File: config.mk
export PLATFORM = sky130hd
export DESIGN_NAME = timer_irq_flags
export DESIGN_NICKNAME = d
export VERILOG_FILES = /design/src/rtl/timer_irq_pkg.sv /design/src/rtl/timer_irq_set_sel.sv /design/src/rtl/timer_irq_flag_bank.sv /design/src/rtl/timer_irq_prio.sv /design/src/rtl/timer_irq_flags.sv
export SDC_FILE = /design/constraint.sdc
export NUM_CORES = 1
export LEC_CHECK = 0
export CAP_MARGIN = 20
export CORE_MARGIN = 2
export CORE_UTILIZATION = 45
export CTS_CLUSTER_SIZE = 10
export DETAILED_ROUTE_END_ITERATION = 10
export DONT_BUFFER_PORTS = 1
export GPL_TIMING_DRIVEN = 0
export SYNTH_ARGS = -nofsm -noshare
export SYNTH_HDL_FRONTEND = slang
export SYNTH_SLANG_ARGS = --single-unit
export TNS_END_PERCENT = 5
File: constraint.sdc
create_clock -name clk -period 1.8 [get_ports clk]
set_clock_uncertainty 0.1 [all_clocks]
set_input_delay 0.18 -clock clk [delete_from_list [all_inputs] [get_ports clk]]
set_output_delay 0.18 -clock clk [all_outputs]
set_load 0.02 [all_outputs]
File: src/rtl/timer_irq_pkg.sv
package timer_irq_pkg;

  localparam int DEF_SRC_N = 8;

  typedef enum logic {
    SEL_FLAG = 1'b0,
    SEL_MASK = 1'b1
  } reg_sel_e;

endpackage

File: src/rtl/timer_irq_set_sel.sv
module timer_irq_set_sel #(
  parameter int          N            = 8,
  parameter logic [N-1:0] ALT_SRC_MASK = 8'h02
) (
  input  logic [N-1:0] evt_i,
  input  logic [N-1:0] turn_i,
  input  logic [N-1:0] pc_mode_i,
  output logic [N-1:0] set_o
);

  for (genvar k = 0; k < N; k++) begin : g_src
    if (ALT_SRC_MASK[k]) begin : g_alt
      assign set_o[k] = pc_mode_i[k] ? turn_i[k] : evt_i[k];
    end else begin : g_fixed
      logic unused_alt;
      assign unused_alt = turn_i[k] ^ pc_mode_i[k];
      assign set_o[k]   = evt_i[k] | (unused_alt & 1'b0);
    end
  end

endmodule

File: src/rtl/timer_irq_flag_bank.sv
module timer_irq_flag_bank
  import timer_irq_pkg::*;
#(
  parameter int N     = 8,
  parameter int IDX_W = $clog2(N)
) (
  input  logic             clk,
  input  logic             rst,
  input  logic [N-1:0]     set_i,
  input  logic             wr_en_i,
  input  logic             wr_sel_i,
  input  logic [N-1:0]     wr_data_i,
  input  logic             rd_sel_i,
  input  logic             ack_valid_i,
  input  logic [IDX_W-1:0] ack_idx_i,
  output logic [N-1:0]     flag_o,
  output logic [N-1:0]     mask_o,
  output logic [N-1:0]     rd_data_o
);

  reg_sel_e       wsel, rsel;
  logic [N-1:0]   flag_q, mask_q, rd_q;
  logic [N-1:0]   wr_clr, ack_clr;

  assign wsel = reg_sel_e'(wr_sel_i);
  assign rsel = reg_sel_e'(rd_sel_i);

  always_comb begin
    wr_clr  = (wr_en_i && wsel == SEL_FLAG) ? wr_data_i : '0;
    ack_clr = '0;
    if (ack_valid_i) ack_clr[ack_idx_i] = 1'b1;
  end

  always_ff @(posedge clk) begin
    if (rst) begin
      flag_q <= '0;
      mask_q <= '0;
      rd_q   <= '0;
    end else begin
      flag_q <= (flag_q & ~(wr_clr | ack_clr)) | set_i;
      if (wr_en_i && wsel == SEL_MASK) mask_q <= wr_data_i;
      rd_q <= (rsel == SEL_MASK) ? mask_q : flag_q;
    end
  end

  assign flag_o    = flag_q;
  assign mask_o    = mask_q;
  assign rd_data_o = rd_q;

endmodule

File: src/rtl/timer_irq_prio.sv
module timer_irq_prio #(
  parameter int N     = 8,
  parameter int IDX_W = $clog2(N)
) (
  input  logic             clk,
  input  logic             rst,
  input  logic             gie_i,
  input  logic [N-1:0]     flag_i,
  input  logic [N-1:0]     mask_i,
  output logic [N-1:0]     irq_o,
  output logic             pend_valid_o,
  output logic [IDX_W-1:0] pend_idx_o
);

  logic [N-1:0]     req;
  logic [IDX_W-1:0] win;
  logic             any;

  assign req = {N{gie_i}} & mask_i & flag_i;

  always_comb begin
    win = '0;
    any = 1'b0;
    for (int k = 0; k < N; k++) begin
      if (req[k]) begin
        win = IDX_W'(k);
        any = 1'b1;
      end
    end
  end

  always_ff @(posedge clk) begin
    if (rst) begin
      irq_o        <= '0;
      pend_valid_o <= 1'b0;
      pend_idx_o   <= '0;
    end else begin
      irq_o        <= req;
      pend_valid_o <= any;
      pend_idx_o   <= win;
    end
  end

endmodule

File: src/rtl/timer_irq_flags.sv
module timer_irq_flags #(
  parameter int           N            = 8,
  parameter logic [N-1:0] ALT_SRC_MASK = 8'h02,
  localparam int          IDX_W        = $clog2(N)
) (
  input  logic             clk,
  input  logic             rst,
  input  logic [N-1:0]     evt_i,
  input  logic [N-1:0]     turn_i,
  input  logic [N-1:0]     pc_mode_i,
  input  logic             wr_en_i,
  input  logic             wr_sel_i,
  input  logic [N-1:0]     wr_data_i,
  input  logic             rd_sel_i,
  output logic [N-1:0]     rd_data_o,
  input  logic             gie_i,
  input  logic             ack_valid_i,
  input  logic [IDX_W-1:0] ack_idx_i,
  output logic [N-1:0]     irq_o,
  output logic             pend_valid_o,
  output logic [IDX_W-1:0] pend_idx_o
);

  logic [N-1:0] set_vec;
  logic [N-1:0] flag_q;
  logic [N-1:0] mask_q;

  timer_irq_set_sel #(.N(N), .ALT_SRC_MASK(ALT_SRC_MASK)) set_sel_i (
    .evt_i     (evt_i),
    .turn_i    (turn_i),
    .pc_mode_i (pc_mode_i),
    .set_o     (set_vec)
  );

  timer_irq_flag_bank #(.N(N), .IDX_W(IDX_W)) bank_i (
    .clk         (clk),
    .rst         (rst),
    .set_i       (set_vec),
    .wr_en_i     (wr_en_i),
    .wr_sel_i    (wr_sel_i),
    .wr_data_i   (wr_data_i),
    .rd_sel_i    (rd_sel_i),
    .ack_valid_i (ack_valid_i),
    .ack_idx_i   (ack_idx_i),
    .flag_o      (flag_q),
    .mask_o      (mask_q),
    .rd_data_o   (rd_data_o)
  );

  timer_irq_prio #(.N(N), .IDX_W(IDX_W)) prio_i (
    .clk          (clk),
    .rst          (rst),
    .gie_i        (gie_i),
    .flag_i       (flag_q),
    .mask_i       (mask_q),
    .irq_o        (irq_o),
    .pend_valid_o (pend_valid_o),
    .pend_idx_o   (pend_idx_o)
  );

endmodule

# Word level (Yosys, flattened, before mapping)
# Cells that the tools add are included.
# totals
out_inout_bits	20
elab_cells	39
register_bits	36
input_bits	42
# op_classes
n_mux	21
magnitude_cmp	2
bitwise_logic	7
n_reduce_logical	3
# op_table
operator	count
AND 8 bit	3
two-way mux 8 bit	3
OR 8 bit	2
two-way mux 3 bit	4
two-way mux 1 bit	11
NOT 8 bit	1
less-than comparator 3 x 4 -> 1 bit (second input constant)	1
two-way mux 2 bit	2
demux 1 bit (select 3 bit)	1
greater-or-equal comparator 3 x 1 -> 1 bit (second input constant)	1
logical AND 1 bit	3
NOT 1 bit	1

# Logic depth before layout (Yosys ltp)
# depth
depth_word	10
depth_mapped	5
depth_no_buf	3

# Modules after synthesis
# A second synthesis with hierarchy kept.
# unflattened
hier_cells	154
area_unflattened_um2	1422.6
# by_module_without_submodules
mod	seq_area_each_um2	area_each_um2	cells_per_inst	instances
timer_irq_flag_bank	480.5	947.2	104	1
timer_irq_prio	240.2	407.9	42	1
timer_irq_set_sel	0.0	67.6	8	1

# Worst setup path before layout
# No wires, ideal clock.
# synth_path
kind	in2reg
startpoint	in ack_idx_i[2]
endpoint	reg bank_i.flag_q[0], in the netlist bank_i.flag_o[0]
setup_slack_ps	684
path_buffers	0
arrival_time_ps	889
required_ps	1572
stages	3
setup_ps	128
path_cell_list	or4b_1 > a31oi_1 > nor2_1
# synth_between
elab_chain_len	9
elab_cells_between_ends	10
cone_classes	order compare (2); mux (3); bitwise (4); reduce/logical (1)
# synth_lines
element	line_no	text
from (decl)	timer_irq_flags.sv:18	input logic [IDX_W-1:0] ack_idx_i,
less-than comparator 3 x 4 -> 1 bit (implied by the code) or greater-or-equal comparator 3 x 1 -> 1 bit (tied branches)	timer_irq_flag_bank.sv:31	if (ack_valid_i) ack_clr[ack_idx_i] = 1'b1;
logical AND 1 bit (implied by the code)	timer_irq_flag_bank.sv:31	
two-way mux 1 bit (implied by the code)	timer_irq_flag_bank.sv:31	
demux 1 bit (select 3 bit) (*)	-	
two-way mux 8 bit (*)	timer_irq_flag_bank.sv:31	
OR 8 bit (*)	timer_irq_flag_bank.sv:40	flag_q <= (flag_q & ~(wr_clr | ack_clr)) | set_i;
NOT 8 bit (*)	timer_irq_flag_bank.sv:40	
AND 8 bit (*)	timer_irq_flag_bank.sv:40	
OR 8 bit (*)	timer_irq_flag_bank.sv:40	
to (signal assigned)	timer_irq_flag_bank.sv:40	
to (decl)	timer_irq_flag_bank.sv:22	logic [N-1:0] flag_q, mask_q, rd_q;
# Every way passes the cells marked *; elsewhere a longest branch is shown, timed or not.
# A chain may end at the register's enable or synchronous reset.

# Final worst setup path
# layout_path
startpoint	in evt_i[3]
endpoint	reg bank_i.flag_q[3], in the netlist bank_i.flag_o[3]
# layout_between
elab_chain_len	1
# layout_lines
element	line_no	text
from (decl)	timer_irq_flags.sv:8	input logic [N-1:0] evt_i,
OR 8 bit	timer_irq_flag_bank.sv:40	
# Every way passes these cells.

==> metrics.md <==
| Metric | Value |
|---|---|
| Crit-path max FO | `2` |
| Number of flops mapped to enable cells by yosys | `0` |
| Setup violations, final | `0` |
| Post-CTS Hold Buffers | `25` |
| Hold EP | `bank_i.flag_o[1]` |
| Post-route DRC | `3` |
| Largest net degree at the start of global routing | `13` |
| Setup CP Type | `in -> reg` |
| Routability cong. | `between 0.7 and 0.8` |
| Yosys warns | `0` |
| Setup TNS | `0 ns` |
| Starting DRT DRC Count | `37` |
| #FFs+latches synth | `36` |
| Clk_lat worst skew | `approximately 0.34 ns` |
| Leak Pwr | `0.647 nW` |
| Die Span Y | `between 50 and 60 µm` |
| Total Power | `0.00158 W` |
| 1st-pass router iterations | `7` |
| DRT antenna net count | `0` |
| Area growth, synth to finish | `27.3%` |
| Crit path required time | `between 1.5 and 2 ns` |
| Chip width | `58.8 µm` |
| Vias/cell | `roughly 5.6` |
| Setup crit end kind | `register` |
| Mapped cell area | `1350 µm²` |
| CTS buffer count | `5` |
| CP arrival | `around 1.7 ns` |
| Die Area | `between 3000 and 4000 µm²` |
| Max_slew headroom | `67.0%` |
| HP Class | `in -> reg` |
| Initial Util | `between 40 and 50%` |
| Core Box Area | `between 2000 and 3000 µm²` |
| Reg2reg end | `bank_i.flag_o[3]` |
| Most common flop cell mapped by yosys | `dfxtp_1` |
| Pins Over Slew Limit | `0` |
| Post-synth top cells | `dfxtp_1 (36), nor2_1 (22), nand2_1 (18)` |
| Register area share after synthesis | `between 50% and 60%` |
| Startpoint types | `input pin` |
| Vias | `1185` |
| Status | `finished, violations left` |
| Row count | `19` |
| RSZ-0062 raised after global routing | `no` |
| Worst reg-to-reg path cell count | `3` |
| CTS tree | `done` |
| Peak supply drop | `0.000640 V` |
| Initial antenna violation count | `0` |
| Routed len/inst | `14.8 µm` |
| Clock Pin Slew Worst Setup and Hold Paths | `~0.12 ns` |
| Fmax | `about 650 MHz` |
| Root Buffer | `clkbuf_4` |
| Fraction of layout cells with a size suffix above 1 | `just over 7%` |
| IO Pins | `62` |
| Layout fillers | `between 200 and 300` |
| Syn Nets | `around 190` |
| Synth Instances | `between 100 and 150` |
| Mean Syn Cell Area | `~9 µm²` |
| Synth cell types | `24` |
| Drt total wl | `around 3100 µm` |
| Post-DP HPWL | `approximately 2100 µm` |
| Tcrit/Tclk final | `a little under nine tenths` |
| Beginning of the critical path | `evt_i[3]` |
| Post-CTS Setup Bufs | `0` |
| Grt ovf | `0` |
| HP Start | `ack_idx_i[1]` |
| Pwr dens | `between 900 and 1000 nW/µm²` |
| Failing checks | `design-rule violations` |
| Area leader, netlist | `dfxtp_1` |
| H-tree depth | `2` |
| Nets@finish | `220` |
| IO Port Bufs | `0` |
| N_diodes | `0` |
| Asr flop ratio synth | `0%` |
| Reg-to-reg slack, setup | `~0.37 ns` |
| Total Routing Usage GR | `19.9%` |
| First-pass GRT wire length | `around 5100 µm` |
| Worst hold path depth | `2` |
| Synth area leaders | `dfxtp_1 (53%), mux2i_1 (6.7%), nor2_1 (6.1%), nand2_1 (5.0%), a21oi_1 (4.4%)` |
| Actual slew at the worst max-slew pin | `about 0.49 ns` |
| Clk buf depth | `2` |
| Max-Cap Viols | `0` |
| Final min period | `between 1.5 and 2 ns` |
| Hold Vio Cnt, Final | `0` |
| CTS Sinks | `36` |
| Vias in the first global route | `approximately 1100` |
| PostCTS Resize Cnt | `0` |
| Worst reg2reg path startpoint | `bank_i.flag_o[3]` |
| Most common cell in the netlist | `dfxtp_1` |
| Post-synth top area share | `between 50% and 60%` |
==> cells in the final DEF (no fill, tap or decap) <==
master | Yosys | layout
nor4b_1 | 2 | 2
buf_2 | 5 | 5
nand2b_1 | 2 | 2
clkinv_2 | 0 | 1
nand3b_1 | 8 | 8
nand2_1 | 18 | 18
clkbuf_4 | 0 | 5
nand4b_1 | 1 | 1
nor3_1 | 2 | 2
a22o_1 | 1 | 1
a41oi_1 | 1 | 1
clkbuf_1 | 3 | 3
a22oi_1 | 1 | 1
nand3_1 | 8 | 8
o311ai_0 | 1 | 1
dfxtp_1 | 36 | 36
o32ai_1 | 1 | 1
a31oi_1 | 7 | 7
or4b_1 | 1 | 1
nand4_1 | 1 | 1
and4_1 | 1 | 1
dlygate4sd3_1 | 0 | 25
nand4bb_1 | 2 | 2
a221o_1 | 1 | 1
bufinv_16 | 0 | 1
mux2i_1 | 9 | 9
clkinvlp_4 | 0 | 1
a21oi_1 | 12 | 12
nor2_1 | 22 | 22
==> worst max-delay path, stage by stage <==
cell and delay (ns):
dlygate4sd3_1 0.55, nor4b_1 0.31, nor3_1 0.08, dlygate4sd3_1 0.57
==> layout make-up <==
class,instances,area (µm²),share of cell area [%]
Tap cell,31,38.8,2.26
Sequential cell,36,721,41.9
Multi-Input combinational cell,102,593,34.5
Timing Repair Buffer,25,250,14.6
Clock inverter,3,42.5,2.47
Buffer,8,36.3,2.11
Clock buffer,5,37.5,2.18
==> power breakdown <==
part	total, W	switching (W)	internal (W)
clock network	0.000553	0.000263	0.000290
registers	0.000876	0.0000446	0.000831
logic	0.000151	0.0000662	0.0000848
==> worst max path at each step <==
stage	end	slack, ns	depth (start not counted)
after floorplan	bank_i.flag_o[0]	0.68	3
after global placement	bank_i.rd_data_o[4]	0.56	3
after detailed placement	bank_i.flag_o[6]	0.54	3
after CTS	bank_i.flag_o[3]	0.31	4
after global routing	bank_i.flag_o[3]	0.21	4
final	bank_i.flag_o[3]	0.26	4
==> flip-flops by register name, indices dropped and copies added (netlist names) <==
signal               cells
bank_i.flag_o            8
bank_i.mask_o            8
bank_i.rd_data_o         8
prio_i.irq_o             8
prio_i.pend_idx_o        3
prio_i.pend_valid_o      1
==> layer usage <==
metal | track usage [%] | routed length (µm) | vias up
met3 | 6.81 | 204 | 8
met5 | 0 | 0 | -
li1 | - | - | 588
met2 | 31.7 | 1460 | 50
met1 | 23.9 | 1380 | 539
met4 | 9.42 | 64 | 0
==> per-stage QoR <==
step | utilization [%] | hold WS, ns | setup WS [ns] | instance area, µm² | std cells
2_1_floorplan | - | 0.198 | 0.684 | 1350 | 146
3_3_place_gp | 49.5 | 0.204 | 0.561 | 1390 | 177
3_5_place_dp | 49.5 | 0.208 | 0.537 | 1390 | 177
4_1_cts | 61.3 | 0.00907 | 0.308 | 1720 | 210
5_1_grt | 61.3 | 0.0387 | 0.205 | 1720 | 210
6_report | 61.3 | 0.0326 | 0.265 | 1720 | 210
==> kinds of logic (layout without fill, tap and decap cells) <==
family	after synthesis	count (layout)	share of synthesized area, %
buffers and inverters	8	41	2.69
and+or+nand+nor	68	68	25.7
muxes	9	9	6.67
DFF	36	36	53.4
AOI/OAI and AO/OA	25	25	11.6
Power figures use the tool's default switching activity.
